==> src/rtl/rtc_pwroff.sv <==
module rtc_pwroff #(
  parameter int          ADDR_W = 8,
  parameter int          FIELDS = 6,
  parameter logic [31:0] KEY0   = 32'h83E70B13,
  parameter logic [31:0] KEY1   = 32'h95A4F1E0
) (
  input  logic                clk,
  input  logic                rst_n,
  input  logic                bus_wr,
  input  logic [ADDR_W-1:0]   bus_addr,
  input  logic [31:0]         bus_wdata,
  output logic [31:0]         bus_rdata,
  input  logic                time_tick,
  input  logic [8*FIELDS-1:0] time_now,
  output logic                irq_alarm2,
  output logic                alarm_wake_en,
  output logic                pmic_power_en
);
  localparam logic [ADDR_W-1:0] A_STAT  = ADDR_W'(8'h44);
  localparam logic [ADDR_W-1:0] A_IEN   = ADDR_W'(8'h48);
  localparam logic [ADDR_W-1:0] A_KICK0 = ADDR_W'(8'h6C);
  localparam logic [ADDR_W-1:0] A_KICK1 = ADDR_W'(8'h70);
  localparam logic [ADDR_W-1:0] A_WAKE  = ADDR_W'(8'h7C);
  localparam logic [ADDR_W-1:0] A_ALM   = ADDR_W'(8'h80);
  localparam logic [ADDR_W-1:0] A_PMIC  = ADDR_W'(8'h98);

  logic              unlocked, key0_ok;
  logic              ie_a2, flag, wake, arm, pmic_q;
  logic [7:0]        alm [FIELDS];
  logic [FIELDS-1:0] fmatch;
  logic              event_a2, wr_ok;

  assign wr_ok    = bus_wr && unlocked;
  assign event_a2 = time_tick && (&fmatch);

  always_ff @(posedge clk) begin
    if (!rst_n) begin
      unlocked <= 1'b0;
      key0_ok  <= 1'b0;
    end else if (bus_wr && bus_addr == A_KICK0) begin
      if (bus_wdata == KEY0) key0_ok <= 1'b1;
      else begin
        key0_ok  <= 1'b0;
        unlocked <= 1'b0;
      end
    end else if (bus_wr && bus_addr == A_KICK1) begin
      unlocked <= key0_ok && (bus_wdata == KEY1);
    end
  end

  for (genvar i = 0; i < FIELDS; i++) begin : g_alm
    always_ff @(posedge clk) begin
      if (!rst_n) alm[i] <= 8'h00;
      else if (wr_ok && bus_addr == A_ALM + ADDR_W'(4*i)) alm[i] <= bus_wdata[7:0];
    end
    assign fmatch[i] = (time_now[8*i +: 8] == alm[i]);
  end

  always_ff @(posedge clk) begin
    if (!rst_n) begin
      ie_a2  <= 1'b0;
      wake   <= 1'b0;
      arm    <= 1'b0;
      flag   <= 1'b0;
      pmic_q <= 1'b1;
    end else begin
      if (wr_ok && bus_addr == A_IEN)  ie_a2 <= bus_wdata[4];
      if (wr_ok && bus_addr == A_WAKE) wake  <= bus_wdata[1];
      if (wr_ok && bus_addr == A_PMIC) arm   <= bus_wdata[16];
      if (event_a2) flag <= 1'b1;
      else if (wr_ok && bus_addr == A_STAT && bus_wdata[7]) flag <= 1'b0;
      if (event_a2 && arm) pmic_q <= 1'b0;
    end
  end

  always_comb begin
    bus_rdata = 32'h0;
    case (bus_addr)
      A_STAT:  bus_rdata[7]  = flag;
      A_IEN:   bus_rdata[4]  = ie_a2;
      A_WAKE:  bus_rdata[1]  = wake;
      A_PMIC:  bus_rdata[16] = arm;
      default: bus_rdata = 32'h0;
    endcase
    for (int i = 0; i < FIELDS; i++)
      if (bus_addr == A_ALM + ADDR_W'(4*i)) bus_rdata = {24'h0, alm[i]};
  end

  assign irq_alarm2    = flag && ie_a2;
  assign alarm_wake_en = wake;
  assign pmic_power_en = pmic_q;
endmodule


==> config.mk <==
export PLATFORM = sky130hd
export DESIGN_NAME = rtc_pwroff
export DESIGN_NICKNAME = d
export VERILOG_FILES = /design/src/rtl/rtc_pwroff.sv
export SDC_FILE = /design/constraint.sdc
export NUM_CORES = 1
export LEC_CHECK = 0
export CAP_MARGIN = 5
export CORE_UTILIZATION = 40
export CTS_BUF_LIST = sky130_fd_sc_hd__clkbuf_16
export CTS_CLUSTER_DIAMETER = 60
export DETAILED_ROUTE_END_ITERATION = 10
export GPL_TIMING_DRIVEN = 0
export PLACE_DENSITY = 0.85
export SLEW_MARGIN = 20
export SYNTH_ARGS = -nofsm -noshare
export SYNTH_HDL_FRONTEND = slang
export SYNTH_SLANG_ARGS = --single-unit
==> constraint.sdc <==
create_clock -name clk -period 2 [get_ports clk]
set_input_delay 0.3 -clock clk [delete_from_list [all_inputs] [get_ports clk]]
set_output_delay 0.3 -clock clk [all_outputs]
set_load 0.02 [all_outputs]
==> flow_metrics.py <==
metrics = {
    "outcome": {
        "status": "finished with violations",
        "violations": "negative setup slack",
    },
    "final_layout": {
        "final_cells": 611,
        "layout.nets": 594,
        "register_area_sq_um": 1580,
        "fillers": 729,
        "drive_above_1_share": 0.199,
        "final_core_util": 0.604,
        "multi_input_area_sq_um": 2030,
        "n_antenna_cell": 0,
        "final_cell_area_sq_um": 5240,
        "area_delta_synth_final_pct": 46.2,
    },
    "sta": {
        "fin_crit_sh": 1.04,
        "setup_slack_ns": -0.0784,
        "worst-slew-pin-transition_ns": 0.798,
        "finalSetupTns_ns": -0.250,
        "rsz0062_at_grt": "yes",
        "timing.final.crit_period_ns": 2.08,
        "maxSlewHeadroom": 0.464,
        "slew_violations": 0,
        "setup_viol": 5,
        "max_freq_mhz": 481,
        "hold_violations": 0,
        "skew_ns": 0.00382,
        "hold_slack_ns": 0.417,
    },
    "place": {
        "gp_congestion": 0.976,
        "dp_hpwl_um": 8750,
        "port_buffers": 103,
        "dp.cells": 595,
        "pre_cts_slack_ns": -1.36,
        "place_area_sq_um": 4830,
    },
    "global_routing": {
        "grt_pass1_wl_um": 17700,
        "gr-usage-all-layers": 0.242,
        "antenna_found_initial": 0,
        "overflow": 0,
        "grt_max_degree": 18,
        "grt_pass1_vias": 3312,
    },
    "logic_synthesis": {
        "syn_area_sq_um": 3580,
        "synth-seq-cells": 55,
        "synthFlopType": "edfxtp_1",
        "yosysSeqAreaShare": 0.441,
        "synth_edf_count": 48,
        "synth_area_per_cell_sq_um": 9.90,
        "syn_inst": 362,
        "yosysWarnings": 0,
        "async_reset_ff_frac": 0,
        "yosysUniqueCellTypes": 50,
    },
    "flow_run": {
        "drv_cap": 0,
    },
    "clock_network": {
        "cts_buffers": 5,
        "path_clk_slew_ns": 0.07,
        "cts_tree": "built",
        "root_buffer": "clkbuf_16",
        "ctsHtreeMaxLevel": 2,
        "clk_latency_ns": 0.29,
        "cts_buffer_depth": 2,
        "cts_sinks": 55,
    },
    "worst_setup_path": {
        "cp.arrival_ns": 1.78,
        "critPathKind": "in2out",
        "path_max_fanout": 7,
        "cp.required_ns": 1.70,
        "critical_path.top_delay_family": "simple AND/OR/NAND/NOR gates",
        "crit_chain": "buf_8, nor4b_4, nand2_4, buf_6, a211oi_2, o21ai_1, a31oi_1, buf_4",
        "worstSetupEndpointType": "output pin",
        "critPathMaxStageDelay_ns": 0.41,
        "slowest_stage": "nor4b_4",
        "path_buf_inv": 3,
        "critPathLaunchType": "input pin",
    },
    "detailed_routing": {
        "wirelength_um": 11500,
        "dr_total_vias": 3372,
        "postRouteAntennaNets": 0,
        "drc": 0,
        "dr.pass1.iters": 5,
        "drt-initial-drc-count": 308,
        "vias_per_cell": 5.52,
        "wl_per_cell_um": 18.8,
    },
    "floorplan": {
        "initial_utilization": 0.413,
        "die_width_um": 96.7,
        "design.core.area_sq_um": 8680,
        "num_io_pins": 127,
        "num_rows": 34,
        "dieHeight_um": 96.7,
        "dieArea_sq_um": 9340,
    },
    "pwr": {
        "vdd_drop_max_mv": 0.382,
        "power_leakage_nw": 1.97,
        "total_power_mw": 2.83,
        "cellPowerDensity_nw_per_um2": 539,
    },
    "hold_path": {
        "hold_class": "in2reg",
    },
}
[per-layer routing]
metal | up-vias | share of wire | track usage
li1 | 1540 | - | -
met1 | 1593 | 0.38 | 0.311
met2 | 218 | 0.50 | 0.422
met3 | 21 | 0.10 | 0.0499
met4 | 0 | 0.014 | 0.0471
met5 | - | 0 | 0
[kinds of logic after synthesis]
group           after synthesis  share of synthesized area
simple gates                172                      0.287
flops                        55                      0.441
compound gates               50                     0.0925
buf+inv                      39                     0.0653
xor+xnor                     37                     0.0904
mux                           8                     0.0227
other cells                   1                    0.00105
[synth_stat cells (all sizes together), types with 2 or more instances]
cell type  instances  area, sq um
nor3b              2         15.0
and4bb             2         25.0
a31oi              5         31.3
and3               2         12.5
xnor2             34          298
dfxtp              7          140
buf               25          181
o22ai             12         75.1
clkbuf             4         15.0
and4               2         18.8
nor4b              7         88.8
nand4             13         81.3
edfxtp            48         1440
nor3               3         15.0
a21oi              2         10.0
inv               10         37.5
a2111o             3         33.8
nand2b             6         37.5
nor4               5         31.3
o211ai             3         22.5
and2              52          333
nand3             12         60.1
nor2b             16          100
a211oi             5         37.5
nand2             22         82.6
nor2              23         86.3
mux2i              7         70.1
xor2               3         26.3
o21ai             14         70.1
[state kept, by name, indices dropped and copies added, names as in the netlist]
| signal | cells |
|---|---|
| flag | 1 |
| alm | 48 |
| arm | 1 |
| unlocked | 1 |
| ie_a2 | 1 |
| alarm_wake_en | 1 |
| pmic_power_en | 1 |
| key0_ok | 1 |
[where the power goes]
group	total (mW)	leakage (nW)	switching [mW]	internal [mW]
sequential	1.31	0.552	0.0313	1.28
clock	0.992	0.0818	0.401	0.592
combinational	0.525	1.34	0.240	0.285
[path summary, 6_finish.rpt]
check	from	endpoint	slack (ns)	cells past startpoint
max reg2reg	alm[1][4]$_SDFFCE_PN0P_	pmic_power_en$_SDFFE_PN1P_	0.14	5
min reg2reg	pmic_power_en$_SDFFE_PN1P_	pmic_power_en$_SDFFE_PN1P_	0.50	2
max	bus_addr[6]	bus_rdata[3]	-0.08	8
min	bus_addr[4]	unlocked$_SDFFE_PN0P_	0.42	3
[layout make-up]
cell class                      count  share of cell area
Tap cell                          108              0.0258
Inverter                           10             0.00717
Clock inverter                      3             0.00812
Multi-Input combinational cell    290               0.387
Sequential cell                    55               0.302
Clock buffer                        5              0.0239
Buffer                             28              0.0413
Timing Repair Buffer              112               0.205
[tightest hold or removal path, cell delays in order]
cell and delay [ns]:
buf_2 0.15, nand2_1 0.09, mux2_2 0.15
[placed cells by master (no fill, tap or decap), types with 10 or more instances in the layout]
master            n
and2_1           44
nor2_1           21
clkdlybuf4s50_1  81
inv_1            10
nand4_1          13
conb_1           23
nand2_1          17
nor2b_1          16
xnor2_1          34
edfxtp_1         48
buf_4            36
[timing repair]
item / in CTS / in global routing
pin swaps: 12 / 7
resized for setup: 137 / 14
setup buffers: 8 / 1
endpoints found under the setup margin: 101 / 23
hold buffers: 0 / 0
No activity file was read; power rests on OpenSTA's default activity.
